**src/rtl/fpg_pkg.sv**
```systemverilog
package fpg_pkg;
  typedef enum logic [1:0] {
    OP_RD  = 2'b00,
    OP_WR  = 2'b01,
    OP_RMW = 2'b10,
    OP_RSV = 2'b11
  } op_e;

  typedef struct packed {
    logic avail;
    logic en;
    logic restr;
  } smram_t;
endpackage

```
**src/rtl/fpg_range_table.sv**
```systemverilog
module fpg_range_table #(
  parameter int ADDR_W  = 32,
  parameter int ENTRIES = 8,
  localparam int IDX_W  = (ENTRIES > 1) ? $clog2(ENTRIES) : 1
) (
  input  logic              clk,
  input  logic              rst_n,
  input  logic              wr_en,
  input  logic              wr_add,
  input  logic [IDX_W-1:0]  wr_idx,
  input  logic [ADDR_W-1:0] wr_lo,
  input  logic [ADDR_W-1:0] wr_hi,
  input  logic [ADDR_W-1:0] probe,
  output logic              hit
);
  logic [ENTRIES-1:0] vld_q;
  logic [ADDR_W-1:0]  lo_q [ENTRIES];
  logic [ADDR_W-1:0]  hi_q [ENTRIES];
  logic [ENTRIES-1:0] hit_vec;

  for (genvar i = 0; i < ENTRIES; i++) begin : g_ent
    assign hit_vec[i] = vld_q[i] && (probe >= lo_q[i]) && (probe <= hi_q[i]);

    always_ff @(posedge clk or negedge rst_n) begin
      if (!rst_n) begin
        vld_q[i] <= 1'b0;
        lo_q[i]  <= '0;
        hi_q[i]  <= '0;
      end else if (wr_en && (int'(wr_idx) == i)) begin
        if (!wr_add) begin
          vld_q[i] <= 1'b0;
        end else if (wr_hi >= wr_lo) begin
          vld_q[i] <= 1'b1;
          lo_q[i]  <= wr_lo;
          hi_q[i]  <= wr_hi;
        end
      end
    end
  end

  assign hit = |hit_vec;


  bad_range_kept_chk: assert property (@(posedge clk) disable iff (!rst_n)
    (wr_en && wr_add && (wr_hi < wr_lo)) |=> $stable(vld_q));
endmodule

```
**src/rtl/fpg_monitor.sv**
```systemverilog
module fpg_monitor #(
  parameter int CPUS   = 4,
  parameter int PAGE_W = 20,
  localparam int CPU_W = (CPUS > 1) ? $clog2(CPUS) : 1,
  localparam int CNT_W = $clog2(CPUS + 1)
) (
  input  logic              clk,
  input  logic              rst_n,
  input  logic              set,
  input  logic              clr,
  input  logic [CPU_W-1:0]  cpu,
  input  logic              page_we,
  input  logic [PAGE_W-1:0] page_in,
  input  logic [PAGE_W-1:0] probe_page,
  output logic              watch_hit
);
  logic [CPUS-1:0]   flag_q;
  logic [CNT_W-1:0]  cnt_q;
  logic [PAGE_W-1:0] page_q;

  always_ff @(posedge clk or negedge rst_n) begin
    if (!rst_n) begin
      flag_q <= '0;
      cnt_q  <= '0;
      page_q <= '0;
    end else begin
      if (page_we) page_q <= page_in;
      if (clr && flag_q[cpu]) begin
        flag_q[cpu] <= 1'b0;
        cnt_q       <= cnt_q - 1'b1;
      end else if (set && !clr && !flag_q[cpu]) begin
        flag_q[cpu] <= 1'b1;
        cnt_q       <= cnt_q + 1'b1;
      end
    end
  end

  assign watch_hit = (cnt_q != '0) && (page_q == probe_page);


  count_match_chk: assert property (@(posedge clk) disable iff (!rst_n)
    int'(cnt_q) == $countones(flag_q));
endmodule

```
**src/rtl/fpg_veto.sv**
```systemverilog
module fpg_veto
  import fpg_pkg::*;
#(
  parameter int          ADDR_W    = 32,
  parameter longint      MEM_BYTES = 64'h0200_0000,
  parameter int          ROM_LOG2  = 17,
  localparam int         PAGE_W    = ADDR_W - 12
) (
  input  logic [ADDR_W-1:0] addr,
  input  op_e               op,
  input  logic              code,
  input  logic              smm,
  input  logic [PAGE_W-1:0] apic_page,
  input  smram_t            smram,
  input  logic              watch_hit,
  input  logic              range_hit,
  output logic              allow
);
  localparam logic [ADDR_W:0] MEM_LIM = (ADDR_W+1)'(MEM_BYTES);

  logic in_video, in_exp, in_rom_top, past_mem, is_read, smram_code;

  always_comb begin
    in_video   = (addr[ADDR_W-1:17] == (ADDR_W-17)'(5));
    in_exp     = (addr[ADDR_W-1:18] == (ADDR_W-18)'(3));
    in_rom_top = &addr[ADDR_W-1:ROM_LOG2];
    past_mem   = ({1'b0, addr} >= MEM_LIM);
    is_read    = (op == OP_RD);
    smram_code = code && in_video && smram.avail && (smram.en || smm);

    if (addr[ADDR_W-1:12] == apic_page)       allow = 1'b0;
    else if (smram_code)                      allow = 1'b1;
    else if (watch_hit && !is_read)           allow = 1'b0;
    else if (range_hit)                       allow = 1'b0;
    else if (is_read)                         allow = !in_video;
    else allow = !(past_mem || in_video || in_rom_top || in_exp);
  end
endmodule

```
**src/rtl/fastpath_gate.sv**
```systemverilog
module fastpath_gate
  import fpg_pkg::*;
#(
  parameter int     ADDR_W     = 32,
  parameter int     ENTRIES    = 8,
  parameter int     CPUS       = 4,
  parameter longint MEM_BYTES  = 64'h0200_0000,
  parameter int     ROM_LOG2   = 17,
  parameter int     APIC_RESET = 32'h000F_EE00,
  localparam int    PAGE_W     = ADDR_W - 12,
  localparam int    IDX_W      = (ENTRIES > 1) ? $clog2(ENTRIES) : 1,
  localparam int    CPU_W      = (CPUS > 1) ? $clog2(CPUS) : 1
) (
  input  logic              clk,
  input  logic              rst_n,
  input  logic              q_valid,
  output logic              q_ready,
  input  logic [ADDR_W-1:0] q_addr,
  input  logic [1:0]        q_op,
  input  logic              q_code,
  input  logic              q_smm,
  output logic              r_valid,
  input  logic              r_ready,
  output logic              r_allow,
  output logic              smram_data_ok,
  input  logic              smram_on,
  input  logic              smram_on_enable,
  input  logic              smram_on_restrict,
  input  logic              smram_off,
  input  logic              apic_we,
  input  logic [PAGE_W-1:0] apic_page,
  input  logic              mon_set,
  input  logic              mon_clr,
  input  logic [CPU_W-1:0]  mon_cpu,
  input  logic              mon_page_we,
  input  logic [PAGE_W-1:0] mon_page,
  input  logic              rng_we,
  input  logic              rng_add,
  input  logic [IDX_W-1:0]  rng_idx,
  input  logic [ADDR_W-1:0] rng_lo,
  input  logic [ADDR_W-1:0] rng_hi
);
  localparam logic [ADDR_W:0] MEM_LIM = (ADDR_W+1)'(MEM_BYTES);

  logic [PAGE_W-1:0] apic_q;
  smram_t            smram_q;
  logic              rv_q, ra_q, accept, range_hit, watch_hit, allow_d;

  fpg_range_table #(.ADDR_W(ADDR_W), .ENTRIES(ENTRIES)) u_ranges (
    .clk, .rst_n, .wr_en(rng_we), .wr_add(rng_add), .wr_idx(rng_idx),
    .wr_lo(rng_lo), .wr_hi(rng_hi), .probe(q_addr), .hit(range_hit));

  fpg_monitor #(.CPUS(CPUS), .PAGE_W(PAGE_W)) u_mon (
    .clk, .rst_n, .set(mon_set), .clr(mon_clr), .cpu(mon_cpu),
    .page_we(mon_page_we), .page_in(mon_page),
    .probe_page(q_addr[ADDR_W-1:12]), .watch_hit(watch_hit));

  fpg_veto #(.ADDR_W(ADDR_W), .MEM_BYTES(MEM_BYTES), .ROM_LOG2(ROM_LOG2)) u_veto (
    .addr(q_addr), .op(op_e'(q_op)), .code(q_code), .smm(q_smm),
    .apic_page(apic_q), .smram(smram_q), .watch_hit(watch_hit),
    .range_hit(range_hit), .allow(allow_d));

  assign q_ready       = !rv_q || r_ready;
  assign accept        = q_valid && q_ready;
  assign r_valid       = rv_q;
  assign r_allow       = ra_q;
  assign smram_data_ok = smram_q.avail && (smram_q.en || !smram_q.restr);

  always_ff @(posedge clk or negedge rst_n) begin
    if (!rst_n) begin
      rv_q    <= 1'b0;
      ra_q    <= 1'b0;
      apic_q  <= PAGE_W'(APIC_RESET);
      smram_q <= '0;
    end else begin
      if (accept) begin
        rv_q <= 1'b1;
        ra_q <= allow_d;
      end else if (r_ready) begin
        rv_q <= 1'b0;
      end
      if (apic_we) apic_q <= apic_page;
      if (smram_off)     smram_q <= '0;
      else if (smram_on) smram_q <= '{avail: 1'b1, en: smram_on_enable, restr: smram_on_restrict};
    end
  end


  apic_refuse_chk: assert property (@(posedge clk) disable iff (!rst_n)
    (accept && (q_addr[ADDR_W-1:12] == apic_q)) |=> (r_valid && !r_allow));

  write_oob_chk: assert property (@(posedge clk) disable iff (!rst_n)
    (accept && (q_op != 2'b00) && !q_code && ({1'b0, q_addr} >= MEM_LIM)) |=> !r_allow);

  stall_hold_chk: assert property (@(posedge clk) disable iff (!rst_n)
    (r_valid && !r_ready) |=> (r_valid && $stable(r_allow)));

  smram_close_chk: assert property (@(posedge clk) disable iff (!rst_n)
    smram_off |=> !smram_data_ok);
endmodule

```
**config.mk**
```make
export PLATFORM = sky130hd
export DESIGN_NAME = fastpath_gate
export DESIGN_NICKNAME = d
export VERILOG_FILES = /design/src/rtl/fpg_pkg.sv /design/src/rtl/fpg_range_table.sv /design/src/rtl/fpg_monitor.sv /design/src/rtl/fpg_veto.sv /design/src/rtl/fastpath_gate.sv
export SDC_FILE = /design/constraint.sdc
export NUM_CORES = 1
export LEC_CHECK = 0
export ABC_AREA = 1
export BUFFER_PORTS_ARGS = -buffer_cell sky130_fd_sc_hd__buf_2
export CAP_MARGIN = 10
export CELL_PAD_IN_SITES_DETAIL_PLACEMENT = 0
export CELL_PAD_IN_SITES_GLOBAL_PLACEMENT = 2
export CORE_UTILIZATION = 41
export CTS_CLUSTER_DIAMETER = 30
export DETAILED_ROUTE_END_ITERATION = 7
export PLACE_DENSITY = 0.85
export SLEW_MARGIN = 10
export SYNTH_ARGS = -nofsm -noshare
export SYNTH_HDL_FRONTEND = slang
export SYNTH_SLANG_ARGS = --single-unit
```
**constraint.sdc**
```tcl
create_clock -name clk -period 5.15 [get_ports clk]
set_input_delay 0.2575 -clock clk [delete_from_list [all_inputs] [get_ports clk]]
set_output_delay 0.2575 -clock clk [all_outputs]
set_load 0.02 [all_outputs]
```
==> results.json <==
{
  "tightestPinTransition_ns": 1.187,
  "ir_worst_vdd_mv": 0.3874,
  "place_congestion": 0.8216,
  "fp.dieW_um": 298.9,
  "root_buffer": "clkbuf_16",
  "cts_setup_buffers": 0,
  "synthTopCellsByArea": "dfrtp_1 39%, ha_1 19%, nand2_1 12%, inv_1 7.7%, o21ai_1 6.1%",
  "grt_overflow": 0,
  "grt_max_degree": 140,
  "post-synth-top-area-cell": "dfrtp_1",
  "numCtsBuffers": 167,
  "initial_core_util_pct": 41.53,
  "ctsHtreeMaxLevel": 4,
  "viasPerCell": 4.927,
  "power_per_cell_area_nw_per_um2": 457.2,
  "clk_latency_ns": 0.74,
  "drive_above_1_share_pct": 10.84,
  "async_flop_share_pct": 100.0,
  "status": "finished clean",
  "yosysTopAreaCellShare_pct": 38.92,
  "dp_hpwl_mm": 72.37,
  "drc": 0,
  "fin_cells": 6015,
  "ys_seq_area_share_pct": 39.64,
  "cts.clk_slew.worst_paths_ns": 0.04,
  "num_antenna_cells": 0,
  "leakagePower_nw": 22.32,
  "ant_nets": 0,
  "fin_nets": 5436,
  "ys_warn_count": 0,
  "grt_pass1_vias": 28693,
  "cp_max_fo": 99,
  "cts_tree": "yes",
  "fin_hold_ws_ns": 0.02916,
  "register_area_um2": 14330,
  "power_mw": 20.15,
  "synthesis.nets": 5089,
  "cts_max_path_buffers": 3,
  "finalCriticalPeriod_ns": 3.995,
  "coreArea_um2": 87020,
  "hold_path_class": "input port to register",
  "setup_violations": 0,
  "maxCapViolations": 0,
  "drv_slew": 0,
  "drt_wl_total_mm": 108.5,
  "port_buffers": 162,
  "fp-row-count": 108,
  "syn-instance-count": 4385,
  "period_share_pct": 77.57,
  "vias": 29633,
  "final.setup.tns_ns": 0,
  "ys_seq_elements": 572,
  "syn2layout_area_growth_pct": 21.96,
  "syn-cell-area_um2": 36140,
  "avgSynthCellArea_um2": 8.241,
  "die_area_um2": 89330,
  "fin_util_pct": 50.65,
  "multi_input_area_um2": 17840,
  "grt_first_pass_wirelength_mm": 167.3,
  "worstSetupEndpointType": "register",
  "critPathRequiredTime_ns": 5.74,
  "r2r_setup_slack_ns": 2.18,
  "grt_use_total_pct": 24.67,
  "dieHeight_um": 298.9,
  "rsz0062_at_grt": "false",
  "cts_sinks": 572,
  "post_cts_resized": 0,
  "critPathKind": "input port to register",
  "io_pins": 163,
  "dr.pass1.iters": 8,
  "synth_edf_count": 0,
  "slew_headroom_pct": 20.90,
  "routedWlPerCell_um": 18.03,
  "hold_viol_final": 0,
  "fillers": 8491,
  "dp.cells": 5621,
  "hold_buffers": 97,
  "startpoint_type": "input port",
  "fin_worst_skew_ns": 0.01643,
  "drt-initial-drc-count": 1947,
  "synth_cell_types": 47,
  "max_freq_ghz": 0.2503,
  "crit_arrival_ns": 4.58,
  "yosys_most_used_dff": "dfrtp_1",
  "antenna_found_initial": 2
}
## cells in the mapped netlist, drive strengths merged (24+ instances only)
library cell,instances
dfrtp,562
nand4,47
inv,737
nor2,208
o21a,25
o21ai,595
nand3,42
buf,106
nand2,1134
a21oi,233
nor3,24
ha,544
## cell type report
class | instances | share of cell area [%]
inverter | 738 | 6.297
sequential | 572 | 32.51
timing repair buffer | 296 | 4.923
tap | 1155 | 3.279
multi-input combinational | 2957 | 40.48
clock buffer | 235 | 10.88
clock inverter | 62 | 1.630
## worst max-delay path, cell delays in order
cell           delay, ns
dlygate4sd3_1       0.57
buf_2               0.12
inv_1               0.16
ha_1                0.36
nand3_1             0.11
nor3_2              0.12
nand3_1             0.22
nor4_2              0.54
nand4_1             0.36
nand3_1             0.20
nand2_2             0.08
clkinv_4            0.14
nand2_4             0.62
buf_4               0.53
nand2_1             0.09
o21ai_0             0.08
## per-stage QoR
stage	area, µm²	setup slack [ns]
finish	44070	1.155
floorplan	36140	3.002
global route	44070	0.9057
detailed placement	37590	0.8627
global placement	37590	0.8437
CTS	44070	1.050
## registers in the layout (all words and copies together), names as in the netlist, named ones only
name and count:
smram_q 3, u_ranges.lo_q 256, r_valid 1, u_ranges.vld_q 8, apic_q 20, u_mon.page_q 20, u_mon.cnt_q 3, r_allow 1
u_ranges.hi_q 256
## path summary, 6_finish.rpt
kind                                                     from                        endpoint  depth (start not counted)
worst max-delay path                               rng_lo[22]  u_ranges.hi_q[150]$_DFFE_PN0P_                         16
worst min-delay path                                rng_hi[5]  u_ranges.hi_q[229]$_DFFE_PN0P_                          3
worst max register to register  u_ranges.lo_q[95]$_DFFE_PN0P_             r_allow$_DFFE_PN0P_                         15
worst min register to register  u_ranges.vld_q[1]$_DFFE_PN0P_   u_ranges.vld_q[1]$_DFFE_PN0P_                          2
max in group asynchronous                               rst_n  u_ranges.hi_q[124]$_DFFE_PN0P_                          3
min in group asynchronous                               rst_n   u_ranges.lo_q[45]$_DFFE_PN0P_                          2
## power breakdown
group	leakage, nW	switching [mW]	internal (mW)
clock network	2.74	2.96	7.02
registers	7.41	0.490	5.45
logic	12.2	2.53	1.70
## layout by cell type (no fill, tap or decap), types with 8 or more instances in the layout
cell type and n:
inv_1 737, o21a_1 25, o21ai_0 137, nand3_1 42, a21oi_1 233, dlygate4sd3_1 97, buf_12 8, clkbuf_16 169
ha_1 544, clkbuf_1 34, o21bai_1 11, clkbuf_8 32, bufinv_16 13, buf_2 161, nand4_1 47, mux2_2 23
clkinv_2 37, nand2_1 1125, nand2_4 8, nor2_1 208, buf_4 29, xor2_1 11, xnor2_1 12, o21ai_2 17
dfstp_2 10, o21ai_1 441, nor3_1 23, dfrtp_1 562
## cells by family after synthesis
logic type / synth area share, %
simple gates: 16.13
buf+inv: 10.99
flops: 39.64
fa+ha+maj: 18.89
xor+xnor: 0.5574
compound gates: 13.08
mux: 0.7167
## routing by layer
| layer | wire length (µm) | vias up | track usage (%) | share of wire, % |
|---|---|---|---|---|
| li1 | - | 14949 | - | - |
| met1 | 52470 | 13957 | 34.71 | 48 |
| met2 | 48620 | 553 | 38.80 | 45 |
| met3 | 4809 | 172 | 3.889 | 4.4 |
| met4 | 2560 | 2 | 7.738 | 2.4 |
| met5 | 7 | - | 0 | 0.0065 |
(Power assumes the default switching activity.)
